--- src/rtl/cwa_pkg.sv ---
package cwa_pkg;

  // Framing state of the aligner.
  typedef enum logic [1:0] {
    S_SEARCH  = 2'd0,   // no boundary known yet
    S_CONFIRM = 2'd1,   // boundary known, not yet trusted
    S_LOCKED  = 2'd2    // framing confirmed
  } cwa_state_e;

endpackage

--- src/rtl/cwa_bit_window.sv ---
module cwa_bit_window #(
  parameter int CW = 10,
  parameter int PW = $clog2(CW)
) (
  input  logic          clk,
  input  logic          rst_n,
  input  logic          bit_vld,
  input  logic          bit_in,
  output logic [CW-1:0] window,
  output logic [PW-1:0] phase
);

  localparam logic [PW-1:0] LAST_PH = PW'(CW - 1);

  logic [CW-2:0] hist_q, hist_n;
  logic [PW-1:0] phase_q, phase_n;

  // Current bit joins the window combinationally: the oldest bit is the MSB.
  assign window = {hist_q, bit_in};
  assign phase  = phase_q;

  always_comb begin
    hist_n  = hist_q;
    phase_n = phase_q;
    if (bit_vld) begin
      hist_n  = window[CW-2:0];
      phase_n = (phase_q == LAST_PH) ? '0 : phase_q + PW'(1);
    end
  end

  always_ff @(posedge clk or negedge rst_n) begin
    if (!rst_n) begin
      hist_q  <= '0;
      phase_q <= '0;
    end else if (bit_vld) begin
      hist_q  <= hist_n;
      phase_q <= phase_n;
    end
  end

endmodule

--- src/rtl/cwa_comma_match.sv ---
module cwa_comma_match #(
  parameter int            CW   = 10,
  parameter logic [CW-1:0] KPAT = 10'b0011111010
) (
  input  logic [CW-1:0] window,
  output logic          hit
);

  logic [1:0] match;

  // One comparator per running-disparity form; form 1 is the complement.
  for (genvar g = 0; g < 2; g++) begin : g_form
    localparam logic [CW-1:0] FORM = (g == 0) ? KPAT : ~KPAT;
    assign match[g] = (window == FORM);
  end

  assign hit = |match;

endmodule

--- src/rtl/cwa_align_ctrl.sv ---
module cwa_align_ctrl
  import cwa_pkg::*;
#(
  parameter int CW     = 10,
  parameter int PW     = $clog2(CW),
  parameter int LOCK_N = 2,
  parameter int LOSS_N = 4
) (
  input  logic          clk,
  input  logic          rst_n,
  input  logic          bit_vld,
  input  logic          hit,
  input  logic [PW-1:0] phase,
  input  logic [CW-1:0] window,
  output logic [CW-1:0] word,
  output logic          word_vld,
  output logic          aligned,
  output logic [PW-1:0] offset
);

  localparam int                CONF_W   = $clog2(LOCK_N + 1);
  localparam int                BAD_W    = $clog2(LOSS_N + 1);
  localparam logic [CONF_W-1:0] LOCK_LIM = CONF_W'(LOCK_N);
  localparam logic [BAD_W-1:0]  LOSS_LIM = BAD_W'(LOSS_N);
  localparam logic [CONF_W-1:0] CONF_ONE = CONF_W'(1);
  localparam cwa_state_e        ST_AFTER_FIRST = (LOCK_N <= 1) ? S_LOCKED : S_CONFIRM;

  cwa_state_e        st_q, st_n;
  logic [PW-1:0]     off_q, off_n;
  logic [CONF_W-1:0] conf_q, conf_n;
  logic [BAD_W-1:0]  bad_q, bad_n;
  logic              mis_q, mis_n;
  logic [PW-1:0]     moff_q, moff_n;
  logic [CW-1:0]     word_q;
  logic              vld_q;
  logic              emit;
  logic              at_bnd;

  assign at_bnd = (st_q != S_SEARCH) && (phase == off_q);

  // Next-state logic
  always_comb begin
    st_n   = st_q;
    off_n  = off_q;
    conf_n = conf_q;
    bad_n  = bad_q;
    mis_n  = mis_q;
    moff_n = moff_q;
    emit   = 1'b0;
    if (bit_vld) begin
      unique case (st_q)
        S_SEARCH: begin
          bad_n = '0;
          mis_n = 1'b0;
          if (hit) begin
            emit   = 1'b1;
            off_n  = phase;
            conf_n = CONF_ONE;
            st_n   = ST_AFTER_FIRST;
          end
        end
        S_CONFIRM: begin
          bad_n = '0;
          mis_n = 1'b0;
          if (hit && at_bnd) begin
            emit   = 1'b1;
            conf_n = conf_q + CONF_ONE;
            if ((conf_q + CONF_ONE) >= LOCK_LIM) st_n = S_LOCKED;
          end else if (hit) begin
            // slip straight to the new phase while not yet trusted
            emit   = 1'b1;
            off_n  = phase;
            conf_n = CONF_ONE;
          end else if (at_bnd) begin
            emit = 1'b1;
          end
        end
        S_LOCKED: begin
          if (at_bnd) begin
            emit  = 1'b1;
            mis_n = 1'b0;
            if (mis_q) begin
              if ((bad_q + BAD_W'(1)) >= LOSS_LIM) begin
                st_n   = S_CONFIRM;
                off_n  = moff_q;
                conf_n = CONF_ONE;
                bad_n  = '0;
              end else begin
                bad_n = bad_q + BAD_W'(1);
              end
            end else begin
              bad_n = '0;
            end
          end else if (hit) begin
            mis_n  = 1'b1;
            moff_n = phase;
          end
        end
        default: st_n = S_SEARCH;
      endcase
    end
  end

  // Registers
  always_ff @(posedge clk or negedge rst_n) begin
    if (!rst_n) begin
      st_q   <= S_SEARCH;
      off_q  <= '0;
      conf_q <= '0;
      bad_q  <= '0;
      mis_q  <= 1'b0;
      moff_q <= '0;
      word_q <= '0;
      vld_q  <= 1'b0;
    end else begin
      vld_q <= emit;
      if (emit) word_q <= window;
      if (bit_vld) begin
        st_q   <= st_n;
        off_q  <= off_n;
        conf_q <= conf_n;
        bad_q  <= bad_n;
        mis_q  <= mis_n;
        moff_q <= moff_n;
      end
    end
  end

  assign word     = word_q;
  assign word_vld = vld_q;
  assign aligned  = (st_q == S_LOCKED);
  assign offset   = off_q;

endmodule

--- src/rtl/comma_word_aligner.sv ---
module comma_word_aligner #(
  parameter int            CW     = 10,
  parameter logic [CW-1:0] KPAT   = 10'b0011111010,
  parameter int            LOCK_N = 2,
  parameter int            LOSS_N = 4
) (
  input  logic                   clk,
  input  logic                   rst_n,
  input  logic                   bit_vld,
  input  logic                   bit_in,
  output logic [CW-1:0]          word,
  output logic                   word_vld,
  output logic                   aligned,
  output logic [$clog2(CW)-1:0]  offset
);

  localparam int PW = $clog2(CW);

  logic [CW-1:0] window;
  logic [PW-1:0] phase;
  logic          hit;

  cwa_bit_window #(.CW(CW), .PW(PW)) i_window (
    .clk     (clk),
    .rst_n   (rst_n),
    .bit_vld (bit_vld),
    .bit_in  (bit_in),
    .window  (window),
    .phase   (phase)
  );

  cwa_comma_match #(.CW(CW), .KPAT(KPAT)) i_match (
    .window (window),
    .hit    (hit)
  );

  cwa_align_ctrl #(.CW(CW), .PW(PW), .LOCK_N(LOCK_N), .LOSS_N(LOSS_N)) i_ctrl (
    .clk      (clk),
    .rst_n    (rst_n),
    .bit_vld  (bit_vld),
    .hit      (hit),
    .phase    (phase),
    .window   (window),
    .word     (word),
    .word_vld (word_vld),
    .aligned  (aligned),
    .offset   (offset)
  );

endmodule

--- config.mk ---
export PLATFORM = sky130hd
export DESIGN_NAME = comma_word_aligner
export DESIGN_NICKNAME = d
export VERILOG_FILES = /design/src/rtl/cwa_pkg.sv /design/src/rtl/cwa_bit_window.sv /design/src/rtl/cwa_comma_match.sv /design/src/rtl/cwa_align_ctrl.sv /design/src/rtl/comma_word_aligner.sv
export SDC_FILE = /design/constraint.sdc
export NUM_CORES = 1
export LEC_CHECK = 0
export BUFFER_PORTS_ARGS = -buffer_cell sky130_fd_sc_hd__buf_4
export CELL_PAD_IN_SITES_DETAIL_PLACEMENT = 2
export CELL_PAD_IN_SITES_GLOBAL_PLACEMENT = 2
export CORE_MARGIN = 2
export CORE_UTILIZATION = 35
export CTS_BUF_LIST = sky130_fd_sc_hd__clkbuf_8 sky130_fd_sc_hd__clkbuf_16
export CTS_CLUSTER_DIAMETER = 60
export DETAILED_ROUTE_END_ITERATION = 8
export PLACE_DENSITY_LB_ADDON = 0.1
export RECOVER_POWER = 100
export SLEW_MARGIN = 20
export SYNTH_ARGS = -nofsm -noshare
export SYNTH_HDL_FRONTEND = slang
export SYNTH_SLANG_ARGS = --single-unit
export TNS_END_PERCENT = 100
--- constraint.sdc ---
create_clock -name clk -period 2.1 [get_ports clk]
set_input_delay 0.21 -clock clk [delete_from_list [all_inputs] [get_ports clk]]
set_output_delay 0.21 -clock clk [all_outputs]
set_load 0.02 [all_outputs]
==> reports/metrics.yaml <==
clock_network:
  clock_latency_ns: 0.30
  clockBufferDepth: 2
  clk_transition_reported_paths_ns: 0.08
  clk_root_buffer_cell: "sky130_fd_sc_hd__clkbuf_8"
  clock_sink_count: 40
  tritoncts_clock_tree: "built"
  tritoncts.num_buffers: 5
  htreeDepth: 2
setup_path:
  worst_r2r_endpoint: "i_ctrl.st_q[0]$_DFFE_PN0P_"
  cp_data_required_time_ns: 2.31
  reg2reg_depth: 6
  crit_path_frequent_cell: "sky130_fd_sc_hd__or3_4"
  crit_chain: "xnor2_2 -> nand3_2 -> or3_4 -> or3_4 -> a221oi_2 -> mux2i_1"
  crit_path_kind: "flop to flop"
  worst_path_max_delay_cell: "sky130_fd_sc_hd__dfrtp_1"
  worst_setup_path_start_kind: "flop"
  worst_path_largest_cell_delay_ns: 0.44
  critical_path.endpoint_type: "flop"
  cp.arrival_ns: 2.34
  critPathMaxFanout: 4
  crit_buf_inv: 0
  rr_startpoint: "i_window.phase[0]$_DFFE_PN0P_"
  timing.reg2reg.setup_slack_ns: -0.03
  path_delay_family: "simple AND/OR/NAND/NOR gates"
hold_path:
  class_of_the_worst_hold_path: "primary input to flop"
  holdPathEnd: "i_ctrl.word[0]$_DFFE_PN0P_"
  worstHoldPathCells: 2
  hold_crit_start: "bit_in"
floorplan:
  initial_utilization_pct: 35.8
  floorplan.die.height_um: 78.6
  io-pin-count: 20
  floorplan.die.width_um: 78.6
  rows: 27
  design.core.area_sq_um: 5440
  die-area_sq_um: 6180
timing:
  fin_tns_setup_ns: -0.0652
  finalMaxSlewViolations: 0
  max_freq_mhz: 470
  layout_worst_path_cycle_share_pct: 101
  grt_setup_unrepaired: "true"
  final-hold-violation-count: 0
  period_needed_ns: 2.13
  timing.final.setup_violations: 4
  worst_pin_slew_ns: 1.02
  slew_headroom_pct: 31.9
  final_critical_path_setup_slack_ns: -0.0268
  clock_skew_ns: 0.00837
global_route:
  number_of_antenna_violations_at_the_first_check_in_global_routing: 0
  grt.overflow.total: 0
  grt_first_pass_wirelength_um: 8260
  grt_start_max_net_pins: 41
  grt_pass1_vias: 1597
  grt.total_usage_pct: 17.5
pwr:
  leakage_nw: 1.14
  sequentialPowerShare_pct: 40.4
  switchingPower_mw: 1.08
  design_internal_power_mw: 1.82
  power.density_nw_per_um2: 1160
  power.share.clock_pct: 17.3
  switching_share_pct: 37.2
  peakVddDrop_mv: 0.486
  comb_pwr_share_pct: 42.3
finish:
  synthToLayoutAreaGrowth_pct: 28.3
  final.fill_count: 575
  post_route_cells_drive_above_1_share_pct: 39.2
  finish.cell_count_without_fillers: 284
  net_count_of_the_finished_layout: 220
  diodes: 0
  postLayoutCellArea_sq_um: 2500
detailed_routing:
  first_pass_iters: 4
  dr_total_vias: 1437
  initialDrtViolationCount: 33
  avgViaCountPerCell: 5.06
  wl_per_cell_um: 17.7
  drt-total-wl_um: 5030
  drt_drc_violations_left: 0
  drt.antenna.violating_nets: 0
yosys:
  postSynthNetCount: 168
  yosys.area.top_type: "sky130_fd_sc_hd__dfrtp_1"
  most_frequent_cell_after_synthesis: "sky130_fd_sc_hd__dfrtp_1"
  yosys.area.top_type_share_pct: 51.4
  netlist_area_before_placement_sq_um: 1950
  synthesis.yosys.warnings: 0
  synth-async-reset-ratio_pct: 100
  synth_enable_flop_cells: 0
  synthTopCellsByArea: "sky130_fd_sc_hd__dfrtp_1, sky130_fd_sc_hd__mux2_2, sky130_fd_sc_hd__ha_1"
  post_synth.cell_area_avg_sq_um: 12.3
  synth_seq_area_share_pct: 51.4
  post_synthesis_register_bit_count: 40
  post_synth_top_cells: "sky130_fd_sc_hd__dfrtp_1, sky130_fd_sc_hd__mux2_2, sky130_fd_sc_hd__nand2_1"
  synth.distinct_cells: 42
  synth-main-ff-cell: "sky130_fd_sc_hd__dfrtp_1"
  syn-instance-count: 159
place:
  place.port_buffers: 19
  dpl_cell_area_sq_um: 2370
  dp_hpwl_um: 3610
  gpl.final_weighted_congestion: 0.792
  numPlacedInstances: 271
outcome:
  status: "finished with violations"
  failed_checks: "negative setup slack"
job:
  maxCapViolations: 0
layout make-up:
type	count	area (sq um)	area share, %
tap	72	90.1	3.60
clock inverter	3	16.3	0.651
timing repair buffer	52	353	14.1
inverter	4	15.0	0.601
multi-input combinational	108	956	38.2
clock buffer	5	68.8	2.75
sequential	40	1000	40.0
cells in the final DEF (no fill, tap or decap), types with 3 or more instances in the layout:
| cell | n |
|---|---|
| sky130_fd_sc_hd__nor2b_1 | 3 |
| sky130_fd_sc_hd__buf_4 | 30 |
| sky130_fd_sc_hd__ha_1 | 4 |
| sky130_fd_sc_hd__clkbuf_1 | 18 |
| sky130_fd_sc_hd__clkbuf_8 | 5 |
| sky130_fd_sc_hd__mux2_2 | 25 |
| sky130_fd_sc_hd__a21oi_1 | 5 |
| sky130_fd_sc_hd__o21ai_0 | 4 |
| sky130_fd_sc_hd__nand2_1 | 11 |
| sky130_fd_sc_hd__inv_1 | 6 |
| sky130_fd_sc_hd__dfrtp_1 | 40 |
| sky130_fd_sc_hd__nor2_1 | 4 |
| sky130_fd_sc_hd__or3_4 | 4 |
| sky130_fd_sc_hd__nand3_1 | 3 |
| sky130_fd_sc_hd__xnor2_2 | 3 |
| sky130_fd_sc_hd__mux2_4 | 4 |
registers in the layout, summed over array words and instances, names as in the netlist:
signal / cells
i_ctrl.moff_q: 4
i_ctrl.st_q: 2
i_ctrl.offset: 4
i_ctrl.word: 10
i_ctrl.bad_q: 3
i_window.phase: 4
i_ctrl.mis_q: 1
i_ctrl.conf_q: 2
i_ctrl.word_vld: 1
i_window.hist_q: 9
routing by layer:
metal	vias to the layer above	global-route usage [%]	wire [um]
met1	743	21.6	2200
met5	-	0	0
met4	0	4.74	56
li1	669	-	-
met3	6	3.91	140
met2	19	30.7	2640
logic make-up (layout without fill, tap and decap cells):
group / Yosys count / after routing / synth area share [%]
and+or+nand+nor: 39 / 39 / 11.1
muxes: 33 / 33 / 19.7
buffers and inverters: 11 / 64 / 2.50
adders and majority gates: 5 / 5 / 3.21
xor gates and xnor gates: 8 / 8 / 3.60
AOI/OAI and AO/OA: 23 / 23 / 8.48
DFF: 40 / 40 / 51.4
worst reg2reg max path: stages, from the launching register on:
cell	delay (ns)
sky130_fd_sc_hd__dfrtp_1	0.44
sky130_fd_sc_hd__xnor2_2	0.20
sky130_fd_sc_hd__nand3_2	0.12
sky130_fd_sc_hd__or3_4	0.43
sky130_fd_sc_hd__or3_4	0.38
sky130_fd_sc_hd__a221oi_2	0.27
sky130_fd_sc_hd__mux2i_1	0.22
power groups by stage:
stage          sequential, mW  clock [mW]  combinational (mW)
2_1_floorplan            1.29           0               0.533
6_report                 1.17       0.501                1.22
5_1_grt                  1.20       0.560                1.33
3_3_place_gp             1.15           0                1.18
3_5_place_dp             1.17           0                1.25
4_1_cts                  1.16       0.523                1.26
per-stage QoR:
stage	utilization (%)	hold WS (ns)	power [mW]	setup slack, ns
2_1_floorplan	-	-0.0856	1.82	0.00607
3_3_place_gp	43.6	0.216	2.33	0.00526
3_5_place_dp	43.6	0.230	2.42	-0.0749
4_1_cts	45.5	0.182	2.94	-0.0500
5_1_grt	46.0	0.186	3.09	-0.117
6_report	46.0	0.193	2.89	-0.0268
repair_timing:
action,in CTS,in global routing
cloned,0,1
buffers inserted,0,3
resized for setup,2,10
hold buffers,1,0
setup endpoints to repair,16,17
endpoints found under the hold margin,40,0
pin swaps,2,8
worst max-delay path by stage:
stage                                   from                            to  slack (ns)  cells after the start
3_3_place_gp     i_ctrl.bad_q[0]$_DFFE_PN0P_  i_ctrl.offset[2]$_DFFE_PN0P_       0.005                      7
2_1_floorplan   i_ctrl.offset[2]$_DFFE_PN0P_    i_ctrl.st_q[0]$_DFFE_PN0P_       0.006                      7
5_1_grt         i_ctrl.offset[0]$_DFFE_PN0P_    i_ctrl.st_q[0]$_DFFE_PN0P_       -0.12                      6
3_5_place_dp   i_window.phase[0]$_DFFE_PN0P_    i_ctrl.st_q[0]$_DFFE_PN0P_       -0.07                      6
4_1_cts        i_window.phase[0]$_DFFE_PN0P_    i_ctrl.st_q[0]$_DFFE_PN0P_       -0.05                      6
6_report       i_window.phase[0]$_DFFE_PN0P_    i_ctrl.st_q[0]$_DFFE_PN0P_       -0.03                      6
Power figures use the tool's default switching activity.
